**src/rtl/sls_pkg.sv**
```systemverilog
// Shared types and constant functions for the PAL sync line sequencer.
// Assumes a field ordered as: pre-equalising half-lines, broad half-lines,
// post-equalising half-lines, then full lines.
package sls_pkg;

    typedef enum logic [1:0] {
        SEG_EQUAL = 2'd0,
        SEG_BROAD = 2'd1,
        SEG_FULL  = 2'd2
    } seg_kind_e;

    // Classify an entry number into its segment kind.
    function automatic seg_kind_e seg_kind(input int unsigned idx,
                                           input int unsigned n_pre,
                                           input int unsigned n_broad,
                                           input int unsigned n_post);
        if (idx < n_pre)                         return SEG_EQUAL;
        else if (idx < n_pre + n_broad)          return SEG_BROAD;
        else if (idx < n_pre + n_broad + n_post) return SEG_EQUAL;
        else                                     return SEG_FULL;
    endfunction

    // Length of an entry in clock cycles.
    function automatic int unsigned seg_len(input seg_kind_e k,
                                            input int unsigned line_cyc);
        return (k == SEG_FULL) ? line_cyc : line_cyc / 2;
    endfunction

    // Sync low-time of an entry in clock cycles.
    function automatic int unsigned seg_pulse(input seg_kind_e k,
                                              input int unsigned eq_cyc,
                                              input int unsigned broad_cyc,
                                              input int unsigned hs_cyc);
        case (k)
            SEG_EQUAL: return eq_cyc;
            SEG_BROAD: return broad_cyc;
            default:   return hs_cyc;
        endcase
    endfunction

endpackage

```
**src/rtl/sls_line_ctr.sv**
```systemverilog
// Entry counter for one field. Advances on each timer wrap, wraps from the
// last entry to zero, and emits a registered line-start pulse.
// Assumes wrap_i is a single-cycle pulse.
module sls_line_ctr #(
    parameter int unsigned N_ENT = 320,
    parameter int unsigned IDX_W = 9
) (
    input  logic             clk,
    input  logic             rst_n,
    input  logic             wrap_i,
    output logic [IDX_W-1:0] idx_o,
    output logic [IDX_W-1:0] nxt_o,
    output logic             start_o
);
    localparam logic [IDX_W-1:0] LAST_IDX = IDX_W'(N_ENT - 1);

    logic [IDX_W-1:0] idx_q;
    logic             start_q;

    // Successor entry, wrapping at the end of the field.
    always_comb begin
        nxt_o = (idx_q == LAST_IDX) ? '0 : idx_q + 1'b1;
    end

    // Advance the entry and flag a line start on each wrap.
    always_ff @(posedge clk) begin
        if (!rst_n) begin
            idx_q   <= '0;
            start_q <= 1'b0;
        end else begin
            start_q <= wrap_i;
            if (wrap_i) begin
                idx_q <= nxt_o;
            end
        end
    end

    assign idx_o   = idx_q;
    assign start_o = start_q;

endmodule

```
**src/rtl/sls_wr_sched.sv**
```systemverilog
// Write scheduler: after each wrap (and after reset) counts WR_DELAY edges,
// then asserts fire_o for one cycle. A wrap re-arms the count; a wrap on the
// firing edge does not suppress that firing.
// Assumes WR_DELAY >= 1 and shorter than the shortest entry.
module sls_wr_sched #(
    parameter int unsigned WR_DELAY = 8
) (
    input  logic clk,
    input  logic rst_n,
    input  logic wrap_i,
    output logic fire_o
);
    localparam int unsigned DLY_W = $clog2(WR_DELAY + 1);
    localparam logic [DLY_W-1:0] LAST_CNT = DLY_W'(WR_DELAY - 1);

    logic             pend_q;
    logic [DLY_W-1:0] cnt_q;

    // Fire when the delay count completes while a write is pending.
    always_comb begin
        fire_o = pend_q && (cnt_q == LAST_CNT);
    end

    // Arm on wrap or reset, count while armed, disarm after firing.
    always_ff @(posedge clk) begin
        if (!rst_n) begin
            pend_q <= 1'b1;
            cnt_q  <= '0;
        end else if (wrap_i) begin
            pend_q <= 1'b1;
            cnt_q  <= '0;
        end else if (fire_o) begin
            pend_q <= 1'b0;
        end else if (pend_q) begin
            cnt_q <= cnt_q + 1'b1;
        end
    end

endmodule

```
**src/rtl/sls_seg_lookup.sv**
```systemverilog
// Combinational lookup of reload and compare values for one entry number.
// The period is given as length minus one, the form a reload register takes.
module sls_seg_lookup
    import sls_pkg::*;
#(
    parameter int unsigned LINE_CYC  = 1024,
    parameter int unsigned HSYNC_CYC = 75,
    parameter int unsigned EQ_CYC    = 38,
    parameter int unsigned BROAD_CYC = 437,
    parameter int unsigned N_EQ_PRE  = 5,
    parameter int unsigned N_BROAD   = 5,
    parameter int unsigned N_EQ_POST = 5,
    parameter int unsigned IDX_W     = 9,
    parameter int unsigned CYC_W     = 10
) (
    input  logic [IDX_W-1:0] idx_i,
    output logic [CYC_W-1:0] period_o,
    output logic [CYC_W-1:0] pulse_o
);
    seg_kind_e kind;

    // Decode the segment kind, then its length and pulse.
    always_comb begin
        kind     = seg_kind(int'(idx_i), N_EQ_PRE, N_BROAD, N_EQ_POST);
        period_o = CYC_W'(seg_len(kind, LINE_CYC) - 1);
        pulse_o  = CYC_W'(seg_pulse(kind, EQ_CYC, BROAD_CYC, HSYNC_CYC));
    end

endmodule

```
**src/rtl/sync_line_seq.sv**
```systemverilog
// PAL sync line sequencer top. Tracks the entry the timer is producing and,
// a fixed delay after every wrap, writes the next entry's reload and compare
// values into the timer's preload registers. Reset values are those of
// entry 0 so the timer can be loaded before its first wrap.
module sync_line_seq
    import sls_pkg::*;
#(
    parameter int unsigned LINE_CYC  = 1024,
    parameter int unsigned HSYNC_CYC = 75,
    parameter int unsigned EQ_CYC    = 38,
    parameter int unsigned BROAD_CYC = 437,
    parameter int unsigned N_EQ_PRE  = 5,
    parameter int unsigned N_BROAD   = 5,
    parameter int unsigned N_EQ_POST = 5,
    parameter int unsigned N_FULL    = 305,
    parameter int unsigned WR_DELAY  = 8,
    localparam int unsigned N_ENT    = N_EQ_PRE + N_BROAD + N_EQ_POST + N_FULL,
    localparam int unsigned IDX_W    = $clog2(N_ENT),
    localparam int unsigned CYC_W    = $clog2(LINE_CYC)
) (
    input  logic             clk,
    input  logic             rst_n,
    input  logic             wrap_i,
    output logic [CYC_W-1:0] period_o,
    output logic [CYC_W-1:0] pulse_o,
    output logic             wr_o,
    output logic             line_start_o,
    output logic [IDX_W-1:0] line_idx_o
);
    localparam seg_kind_e   KIND0   = seg_kind(0, N_EQ_PRE, N_BROAD, N_EQ_POST);
    localparam int unsigned RST_PER = seg_len(KIND0, LINE_CYC) - 1;
    localparam int unsigned RST_PUL = seg_pulse(KIND0, EQ_CYC, BROAD_CYC, HSYNC_CYC);

    logic [IDX_W-1:0] nxt_idx;
    logic [CYC_W-1:0] lk_period;
    logic [CYC_W-1:0] lk_pulse;
    logic             fire;
    logic [CYC_W-1:0] period_q;
    logic [CYC_W-1:0] pulse_q;
    logic             wr_q;

    sls_line_ctr #(
        .N_ENT (N_ENT),
        .IDX_W (IDX_W)
    ) u_ctr (
        .clk     (clk),
        .rst_n   (rst_n),
        .wrap_i  (wrap_i),
        .idx_o   (line_idx_o),
        .nxt_o   (nxt_idx),
        .start_o (line_start_o)
    );

    sls_wr_sched #(
        .WR_DELAY (WR_DELAY)
    ) u_sched (
        .clk    (clk),
        .rst_n  (rst_n),
        .wrap_i (wrap_i),
        .fire_o (fire)
    );

    sls_seg_lookup #(
        .LINE_CYC  (LINE_CYC),
        .HSYNC_CYC (HSYNC_CYC),
        .EQ_CYC    (EQ_CYC),
        .BROAD_CYC (BROAD_CYC),
        .N_EQ_PRE  (N_EQ_PRE),
        .N_BROAD   (N_BROAD),
        .N_EQ_POST (N_EQ_POST),
        .IDX_W     (IDX_W),
        .CYC_W     (CYC_W)
    ) u_lookup (
        .idx_i    (nxt_idx),
        .period_o (lk_period),
        .pulse_o  (lk_pulse)
    );

    // Capture the successor entry's values and strobe them out when due.
    always_ff @(posedge clk) begin
        if (!rst_n) begin
            period_q <= CYC_W'(RST_PER);
            pulse_q  <= CYC_W'(RST_PUL);
            wr_q     <= 1'b0;
        end else begin
            wr_q <= fire;
            if (fire) begin
                period_q <= lk_period;
                pulse_q  <= lk_pulse;
            end
        end
    end

    assign period_o = period_q;
    assign pulse_o  = pulse_q;
    assign wr_o     = wr_q;

endmodule

```
**config.mk**
```make
export PLATFORM = sky130hd
export DESIGN_NAME = sync_line_seq
export DESIGN_NICKNAME = d
export VERILOG_FILES = /design/src/rtl/sls_pkg.sv /design/src/rtl/sls_line_ctr.sv /design/src/rtl/sls_wr_sched.sv /design/src/rtl/sls_seg_lookup.sv /design/src/rtl/sync_line_seq.sv
export SDC_FILE = /design/constraint.sdc
export NUM_CORES = 1
export LEC_CHECK = 0
export BUFFER_PORTS_ARGS = -buffer_cell sky130_fd_sc_hd__buf_4
export CORE_MARGIN = 2
export CORE_UTILIZATION = 50
export CTS_BUF_LIST = sky130_fd_sc_hd__clkbuf_8
export DETAILED_ROUTE_END_ITERATION = 10
export GPL_TIMING_DRIVEN = 0
export PLACE_DENSITY = 0.73
export SLEW_MARGIN = 15
export SYNTH_ARGS = -nofsm -noshare
export SYNTH_HDL_FRONTEND = slang
export SYNTH_HIERARCHICAL = 1
export SYNTH_SLANG_ARGS = --single-unit
export TNS_END_PERCENT = 5
```
**constraint.sdc**
```tcl
create_clock -name clk -period 5.2 [get_ports clk]
set_clock_uncertainty 0.1 [all_clocks]
set_input_delay 1.3 -clock clk [delete_from_list [all_inputs] [get_ports clk]]
set_output_delay 1.3 -clock clk [all_outputs]
set_load 0.05 [all_outputs]
```
# Word-level counts from Yosys, hierarchy flattened
# Cells that the tools add are included.
# W data, S select, Z words.
dict set report word_totals {
  register_bits 36
  latch_bits 0
  ram_bits 0
  rom_bits 0
  input_bits 3
  out_inout_bits 31
  elab_cells 29
  n_memories 0
}
dict set report classes {
  n_addsub 3
  multipliers 0
  div 0
  magnitude_cmp 3
  eq_ne 4
  shifts 0
  n_mux 6
  bitwise 2
  reduce_logical 4
}
# op n
set op_table {}
lappend op_table {{$lt A9 B4 Y1 const B} 2}
lappend op_table {{$pmux W9 S2} 1}
lappend op_table {{$mux W10} 1}
lappend op_table {{$sub A10 B1 Y10 const B} 1}
lappend op_table {{$add A9 B1 Y9 const B} 1}
lappend op_table {{$eq A9 B9 Y1 const B} 1}
lappend op_table {{$lt A9 B3 Y1 const B} 1}
lappend op_table {{$mux W9} 1}
lappend op_table {{$mux W2} 3}
lappend op_table {{$add A4 B1 Y4 const B} 1}
lappend op_table {{$eq A4 B3 Y1 const B} 1}
lappend op_table {{$eq A2 B1 Y1 const B} 1}
lappend op_table {{$eq A2 B2 Y1 const B} 1}
lappend op_table {{$logic_not A2 Y1} 1}
lappend op_table {{$not A1 Y1} 2}
lappend op_table {{$reduce_and A2 Y1} 1}
lappend op_table {{$reduce_or A2 Y1} 1}
lappend op_table {{$logic_and A1 B1 Y1} 1}

# Logic depth before layout (Yosys ltp)
# Gate-level depths: netlist of the first run.
dict set report logic_depth {
  ltp_word 9
  ltp_mapped 11
}

# By module
# Netlist of the first run, hierarchy kept.
# mod instances cells_per_inst area_each_um2 seq_area_each_um2
set by_module_without_submodules {}
lappend by_module_without_submodules {sync_line_seq 1 67 772.0 420.4}
lappend by_module_without_submodules {sls_line_ctr 1 80 678.2 200.2}
lappend by_module_without_submodules {sls_wr_sched 1 25 234.0 100.1}
lappend by_module_without_submodules {sls_seg_lookup 1 34 211.5 0.0}

# Least setup slack after synthesis of the first run
# OpenSTA, ideal clock, no wires.
dict set report synth_timing {
  path_type {flip-flop to flip-flop}
  start {register u_ctr.idx_q[0], in the netlist u_ctr/idx_o[0]}
  end {register pulse_q[6], in the netlist pulse_o[6]}
  t_arrival_ns 2.363
  required_time_ns 4.983
  path_slack_ns 2.620
  stages_incl_launch_ff 12
  path_buffers 2
  period_less_slack_ns 2.580
  path_cell_list {dfxtp_1 > ha_1 > buf_4 > and4bb_4 > a21boi_2 > o22a_1 > nor3_2 > and2_1 > o21ai_0 > buf_4 > mux2i_1 > nor2b_1}
}
dict set report synth_via {
  elab_chain_len 8
}
# item line
set synth_rtl {}
lappend synth_rtl {{start: declaration} sls_line_ctr.sv:17} ;# logic [IDX_W-1:0] idx_q;
lappend synth_rtl {{start signal: assignment} sls_line_ctr.sv:33} ;# idx_q <= nxt_o;
lappend synth_rtl {{$add A9 B1 Y9 or $eq A9 B9 Y1 (tied branches)} sls_line_ctr.sv:22} ;# nxt_o = (idx_q == LAST_IDX) ? '0 : idx_q + 1'b1;
lappend synth_rtl {{$mux W9 (*)} sls_line_ctr.sv:22}
lappend synth_rtl {{via nxt_idx[5]} sync_line_seq.sv:34} ;# logic [IDX_W-1:0] nxt_idx;
lappend synth_rtl {{$lt A9 B4 Y1} sls_pkg.sv:19} ;# else if (idx < n_pre + n_broad + n_post) return SEG_EQUAL;
lappend synth_rtl {{$mux W2} sls_pkg.sv:19}
lappend synth_rtl {{$mux W2} sls_pkg.sv:18} ;# else if (idx < n_pre + n_broad) return SEG_BROAD;
lappend synth_rtl {{$mux W2 (*)} sls_pkg.sv:17} ;# if (idx < n_pre) return SEG_EQUAL;
lappend synth_rtl {{$eq A2 B1 Y1 or $logic_not A2 Y1 (tied branches)} sls_pkg.sv:34} ;# case (k)
lappend synth_rtl {{$pmux W9 S2 (*)} sls_pkg.sv:34}
lappend synth_rtl {{via lk_pulse[6]} sync_line_seq.sv:36} ;# logic [CYC_W-1:0] lk_pulse;
lappend synth_rtl {{end signal: assignment} sync_line_seq.sv:83} ;# pulse_q <= CYC_W'(RST_PUL);
lappend synth_rtl {{end signal: assignment} sync_line_seq.sv:89} ;# pulse_q <= lk_pulse;
lappend synth_rtl {{end: declaration} sync_line_seq.sv:39} ;# logic [CYC_W-1:0] pulse_q;
# The timed path passes the listed nets; every way through them passes the cells marked *.
# A chain may end at the register's enable or synchronous reset.

# Final worst setup path of the first run
dict set report layout_timing {
  start {register u_ctr.idx_q[0], in the netlist u_ctr/idx_o[0]}
  end {register pulse_q[8], in the netlist pulse_o[8]}
}
# Same word-level chain as after synthesis.

==> out/qor.txt, run 1 <==
TritonCTS clock tree: done
Most numerous cell in the Yosys netlist: dfxtp_1
Hold path endpoint: period_o[0]
Total of max-cap violations: 0
Cts hold-fix bufs: 0
Final hold violation count: 0
Area grow syn2layout: 23.5%
Number of fill cells: 336
Register area share after synthesis: 38.0%
Clk slew on worst S/H paths: 0.07 ns
R2R depth: 11
CTS Buffer Depth: 2
Share of the synthesized area in the top cell type: 38.0%
Final ANT Viol Nets: 0
First DRT Iteration DRCs: 57
Finished Layout Cells: 303
Arrival @ worst endpoint: 2.61 ns
Pre-CTS setup slack: 2.72 ns
Minimum clock period: 2.49 ns
Die height: 65.6 um
Area contributors post-synth: dfxtp_1, mux2i_1, buf_4
Detailed Route WL: 3420 um
Register area: 721 sq um
Mean Syn Cell Area: 9.20 sq um
Synth Warn #: 6
Initial Util: 51.8%
Largest area contributor in the netlist: dfxtp_1
CTS Buf Count: 5
Crit path required time: 5.32 ns
Largest net degree at the start of global routing: 13
Total power: 0.578 mW
Fmax: 402 MHz
Final nets: 259
Drt drc: 0
Pwr Density: 247 mW/mm^2
Crit Path Class: reg2reg
Mapped cell area: 0.00190 sq mm
Worst setup SP type: register
P_leak: 0.979 nW
Die Footprint: 0.00430 sq mm
Total negative setup slack: 0 ns
Clock Latency Late Sink: 0.28 ns
PostCTS Resize Cnt: 0
Post-synth top cells: dfxtp_1, nand2_1, mux2i_1, buf_4, nor2b_1
Multi-input logic area: 992 sq um
HPWL Detailed: 2490 um
Total global routing overflow: 0
CP endpoint kind: register
Die W: 65.6 um
Hold path cells: 2
H-Tree Level Count: 2
Routed length per instance: 11.3 um
Crit share post-route: 47.9%
Gate count after technology mapping: 206
Core ar.: 0.00366 sq mm
1st-pass router iterations: 4
R2R Path Start: u_ctr/idx_o[0]
Worst-path fanout max: 10
Cells after DPL: 295
Ant diodes: 0
Clock root cell: clkbuf_8
Global-route wire length before repair: 5880 um
Layout cell share with drive strength beyond 1: 29.0%
Via density: 4.90
Hold path start: period_o[0]
Overall via count from detail_route: 1484
Worst reg2reg setup slack: 2.71 ns
Post-CTS setup buffers: 0
Synth cell types: 49
I/O Buffers: 33
Final hold slack: 0.382 ns
Final setup margin: 2.71 ns
Num ports: 34
RSZ-0062 raised after global routing: no
Flops & latches, synth: 36
Reg2reg end: pulse_o[8]
Vias in the first global route: 1283
Setup violations, final: 0
HP Class: reg2reg
All-Layer GR Usage: 17.8%
Peak VDD IR: 0.000165 V
Final Max Slew Viols: 0
Predominant post-synthesis flop cell: dfxtp_1
Final GP Congestion: 0.768
Fraction of registers with async set/reset: 0%
Number of synthesized flops with an enable pin: 0
Antenna violations before repair: 0
CTS Sinks: 36
Standard-cell rows: 22
Status: finished, final reports clean
power by group:
| group | switching (mW) | total (mW) | internal [mW] |
|---|---|---|---|
| sequential | 0.00436 | 0.283 | 0.279 |
| clock | 0.0945 | 0.235 | 0.140 |
| combinational | 0.0329 | 0.0603 | 0.0274 |
cells by family (layout without fill, tap and decap cells):
kind of cell	after synthesis	in the layout	synth area share (%)
buffers and inverters	29	70	11.2
XOR/XNOR	5	5	2.31
adder cells (fa/ha/maj)	2	2	1.32
AND/OR/NAND/NOR	78	78	22.5
other	2	10	0.396
multiplexers	25	25	13.3
AO/OA/AOI/OAI	29	29	11.0
flip-flops	36	36	38.0
cells in the final DEF, fill, tap and decap left out, types with 2 or more instances in the layout:
cell type and count:
conb_1 10, nand2_1 28, a21oi_1 4, dfxtp_1 36, clkbuf_8 5, nor2b_1 11, ha_1 2, nor2_1 9
buf_6 2, nand3_1 4, nand2b_1 3, xnor2_1 2, xor2_1 3, clkbuf_1 2, a31o_2 2, nand3b_1 2
a31oi_1 4, nand4_1 4, o21ai_0 6, and2_1 3, inv_1 5, or3_1 2, and3_1 3, mux2i_1 24
buf_4 52
worst max-delay path by stage:
stage | start | endpoint | slack (ns)
2_1_floorplan | u_ctr/idx_o[0] | pulse_o[6] | 2.62
3_3_place_gp | u_ctr/idx_o[0] | pulse_o[7] | 2.72
3_5_place_dp | u_ctr/idx_o[0] | pulse_o[6] | 2.72
4_1_cts | u_ctr/idx_o[0] | pulse_o[8] | 2.70
5_1_grt | u_ctr/idx_o[0] | pulse_o[7] | 2.47
6_report | u_ctr/idx_o[0] | pulse_o[8] | 2.71
layer usage:
metal	GRT usage, %	vias to the layer above	share of wire (%)
met2	27.4	34	43
li1	-	787	-
met5	0	-	0
met4	5.47	0	1.1
met1	24.1	659	52
met3	5.14	4	4.4
through the flow:
step / area, sq um / util, %
2_1_floorplan: 1930 / -
3_3_place_gp: 2230 / 61.0
3_5_place_dp: 2230 / 61.0
4_1_cts: 2340 / 63.9
5_1_grt: 2340 / 63.9
6_report: 2340 / 63.9
worst max-delay path, cell delays in order (launching register included):
cell	delay (ns)
dfxtp_1	0.50
ha_1	0.20
buf_4	0.15
and4bb_4	0.27
a31o_2	0.18
nand3_1	0.13
o21ba_1	0.25
nand2_1	0.08
a21oi_1	0.25
buf_4	0.15
mux2i_1	0.05
nor2b_1	0.10
cell type report:
class / count / area share, %
Multi-Input combinational cell: 149 / 42.4
Sequential cell: 36 / 30.8
Timing Repair Buffer: 33 / 10.6
Buffer: 25 / 8.44
Clock buffer: 5 / 2.94
Tap cell: 48 / 2.57
Clock inverter: 3 / 1.66
Inverter: 4 / 0.641
flip-flops by register name, indices dropped and copies added, names as in the netlist:
name	flops
pulse_o	10
period_o	10
u_ctr/idx_o	9
u_sched/cnt_q	4
u_ctr/start_o	1
u_sched/pend_q	1
wr_o	1
Note: power is estimated with default switching activity, not from simulation.
==> run 2: changes to the inputs <==
--- a/config.mk
+++ b/config.mk
@@ -5,13 +5,14 @@
 export SDC_FILE = /design/constraint.sdc
 export NUM_CORES = 1
 export LEC_CHECK = 0
+export ABC_AREA = 1
 export BUFFER_PORTS_ARGS = -buffer_cell sky130_fd_sc_hd__buf_4
 export CORE_MARGIN = 2
 export CORE_UTILIZATION = 50
 export CTS_BUF_LIST = sky130_fd_sc_hd__clkbuf_8
 export DETAILED_ROUTE_END_ITERATION = 10
 export GPL_TIMING_DRIVEN = 0
-export PLACE_DENSITY = 0.73
+export PLACE_DENSITY = 0.76
 export SLEW_MARGIN = 15
 export SYNTH_ARGS = -nofsm -noshare
 export SYNTH_HDL_FRONTEND = slang
==> constraint.sdc (replaced) <==
create_clock -name clk -period 2 [get_ports clk]
set_clock_uncertainty 0.1 [all_clocks]
set_input_delay 0.5 -clock clk [delete_from_list [all_inputs] [get_ports clk]]
set_output_delay 0.5 -clock clk [all_outputs]
set_load 0.05 [all_outputs]
==> run 2 against run 1 <==
Effect of this change:
- sequential power increased to 2.7 times the previous value
- non-clock buffer count did not move
- clock power increased by 120%
- die area is 1.7% lower
- combinational power grew to 4.3 times the previous value
- synthesized area decreased by 1.8%
- cell count is 22% higher
- synthesized cell count rose by 31%
- final area is 2.6% higher
- clock-buffer cell count is 1 higher
- highest routed layer unchanged
- sequential share of layout area decreased by 0.21 points
==> out/qor.txt, run 2 <==
Mean Syn Cell Area: 6.89 sq um (was 9.20 sq um)
Final ANT Viol Nets: 0 (unchanged)
CTS Sinks: 36 (unchanged)
Number of synthesized flops with an enable pin: 0 (unchanged)
Worst-path fanout max: 5 (was 10)
Antenna violations before repair: 0 (unchanged)
Global-route wire length before repair: 5950 um (was 5880 um)
CTS Buffer Depth: 2 (unchanged)
Via density: 4.41 (was 4.90)
Status: finished, final reports clean (unchanged)
Drt drc: 0 (unchanged)
Gate count after technology mapping: 270 (was 206)
Share of the synthesized area in the top cell type: 38.7% (was 38.0%)
Detailed Route WL: 3490 um (was 3420 um)
Crit share post-route: 96.5% (was 47.9%)
Hold path start: period_o[4] (was period_o[0])
CP endpoint kind: register (unchanged)
All-Layer GR Usage: 18.3% (was 17.8%)
Standard-cell rows: 22 (unchanged)
Hold path cells: 2 (unchanged)
Die height: 65 um (was 65.6 um)
Minimum clock period: 1.93 ns (was 2.49 ns)
Post-layout util: 66.6% (was 63.9%)
Clk slew on worst S/H paths: 0.07 ns (about the same)
HP Class: reg2reg (unchanged)
R2R Path Start: u_ctr/idx_o[0] (unchanged)
Most numerous cell in the Yosys netlist: nand2_1 (was dfxtp_1)
Slowest-stage cell, CP: dfxtp_4 (was dfxtp_1)
Num ports: 34 (unchanged)
Die Footprint: 0.00423 sq mm (was 0.00430 sq mm)
Cells after DPL: 359 (was 295)
Register area share after synthesis: 38.7% (was 38.0%)
Predominant post-synthesis flop cell: dfxtp_1 (unchanged)
Largest net degree at the start of global routing: 12 (was 13)
Finished Layout Cells: 369 (was 303)
Total negative setup slack: 0 ns (unchanged)
Worst setup SP type: register (unchanged)
Hold path endpoint: period_o[4] (was period_o[0])
Largest area contributor in the netlist: dfxtp_1 (unchanged)
Final nets: 325 (was 259)
Synth cell types: 27 (was 49)
CP peak stage delay: 0.37 ns (was 0.50 ns)
Layout cell share with drive strength beyond 1: 32.4% (was 29.0%)
Total global routing overflow: 0 (unchanged)
Initial Util: 51.6% (was 51.8%)
Crit Path Class: reg2reg (unchanged)
Fmax: 518 MHz (was 402 MHz)
Crit path required time: 2.13 ns (was 5.32 ns)
Final GP Congestion: 0.871 (was 0.768)
Setup violations, final: 0 (unchanged)
P_leak: 1.24 nW (was 0.979 nW)
Arrival @ worst endpoint: 2.06 ns (was 2.61 ns)
RSZ-0062 raised after global routing: yes (was no)
Worst reg2reg setup slack: 0.07 ns (was 2.71 ns)
TritonCTS clock tree: done (unchanged)
Fraction of registers with async set/reset: 0% (unchanged)
1st-pass router iterations: 4 (unchanged)
HPWL Detailed: 2500 um (was 2490 um)
Cell Chain, Critical Path: ha_4, nand2_4, nor2_4, or2_1, nand2_2, inv_2, nor2_2, nand2_2, nor2_8, inv_2, nor2_4, buf_4, inv_1, nand2_1, nand2_1, nor2_1 (was ha_1, buf_4, and4bb_4, a31o_2, nand3_1, o21ba_1, nand2_1, a21oi_1, buf_4, mux2i_1, nor2b_1)
Ant diodes: 0 (unchanged)
Total of max-cap violations: 0 (unchanged)
Peak VDD IR: 0.000378 V (was 0.000165 V)
H-Tree Level Count: 2 (unchanged)
Clock root cell: clkbuf_8 (unchanged)
Dpl cell area: 0.00222 sq mm (was 0.00223 sq mm)
I/O Buffers: 33 (unchanged)
CTS Buf Count: 5 (unchanged)
Area contributors post-synth: dfxtp_1, nand2_1, inv_1 (was dfxtp_1, mux2i_1, buf_4)
Final Max Slew Viols: 0 (unchanged)
Highest-count cells in the layout ignoring fill and taps: nand2_1, buf_4, inv_1, nor2_1, dfxtp_1 (was buf_4, dfxtp_1, nand2_1, mux2i_1, nor2b_1)
Total power: 1.54 mW (was 0.578 mW)
Clock Latency Late Sink: 0.28 ns (about the same)
Flops & latches, synth: 36 (unchanged)
Core ar.: 0.00361 sq mm (was 0.00366 sq mm)
Reg2reg end: pulse_o[7] (was pulse_o[8])
R2R depth: 16 (was 11)
Pwr Density: 642 mW/mm^2 (was 247 mW/mm^2)
Most common cell after layout, fill and taps aside: nand2_1 (was buf_4)
Overall via count from detail_route: 1626 (was 1484)
Area grow syn2layout: 29.1% (was 23.5%)
Die W: 65 um (was 65.6 um)
Finished Cell Area: 0.00240 sq mm (was 0.00234 sq mm)
Final hold violation count: 0 (unchanged)
First DRT Iteration DRCs: 71 (was 57)
Vias in the first global route: 1391 (was 1283)
Post-synth top cells: nand2_1, inv_1, dfxtp_1, nor2_1, nand3_1 (was dfxtp_1, nand2_1, mux2i_1, buf_4, nor2b_1)
Routed length per instance: 9.44 um (was 11.3 um)
Mapped cell area: 0.00186 sq mm (was 0.00190 sq mm)
Synth Warn #: 6 (unchanged)
run 2: changes by cell type after synthesis, sizes merged, moves of 3 or more:
cell / delta
o21ai: +5
nand2: +46
nor2: +29
and3: -3
nand3: +23
nand4: -3
a31oi: -4
xor2: -3
inv: +37
nand2b: -3
and2: -3
mux2i: -24
nor2b: -11
run 2: how the worst max path moves through the flow:
stage                   startpoint         end  slack (ns)
detailed placement  u_ctr/idx_o[0]  pulse_o[7]        0.01
global placement    u_ctr/idx_o[0]  pulse_o[8]        0.05
CTS                 u_ctr/idx_o[0]  pulse_o[7]        0.02
finish              u_ctr/idx_o[0]  pulse_o[7]        0.07
floorplan           u_ctr/idx_o[0]  pulse_o[7]        0.03
global route        u_ctr/idx_o[0]  pulse_o[8]       -0.06
run 2: final cells by class:
type | instances | area (sq um)
Buffer | 23 | 164
Clock buffer | 6 | 82.6
Clock inverter | 2 | 10.0
Fill cell | 355 | 1200
Inverter | 42 | 158
Multi-Input combinational cell | 177 | 931
Sequential cell | 36 | 734
Tap cell | 48 | 60.1
Timing Repair Buffer | 35 | 263
run 2: power breakdown:
group / switching (mW) / total [mW] / leakage [nW] / internal [mW]
registers: 0.0234 / 0.757 / 0.296 / 0.734
logic: 0.157 / 0.258 / 0.895 / 0.101
clock network: 0.253 / 0.528 / 0.0529 / 0.275
total: 0.433 / 1.54 / 1.24 / 1.11
run 2: cells by family (layout without fill, tap and decap cells):
kind of cell	count (synthesis)	in the layout	share of synthesized area, %
simple gates	143	143	35.1
buf+inv	65	108	17.3
fa+ha+maj	2	2	1.34
compound gates	22	22	7.13
flops	36	36	38.7
other cells	2	10	0.404
run 2: routing by layer:
layer	GRT usage [%]	routed length, um	vias to the layer above
li1	-	-	896
met1	23.4	1610	691
met2	28.7	1630	32
met3	5.21	182	7
met4	7.98	61	0
met5	0	0	-
run 2: critical path: cells and delay by family (launching register included):
family        cells  cell delay, ns
buf+inv           4            0.23
simple gates     11            0.99
flops             1            0.37
fa+ha+maj         1            0.18
run 2: stage by stage:
step / hold slack (ns) / worst slack, ns
after global placement: 0.340 / 0.0484
final: 0.360 / 0.0703
after floorplan: 0.378 / 0.0346
after global routing: 0.370 / -0.0632
after detailed placement: 0.346 / 0.0133
after CTS: 0.364 / 0.0246
run 2: what timing repair did:
| item | CTS | global route |
|---|---|---|
| hold buffers | 0 | 0 |
| setup buffers | 0 | 2 |
| endpoints found under the setup margin | 2 | 7 |
| resized for setup | 2 | 13 |
| pin swaps | 2 | 10 |
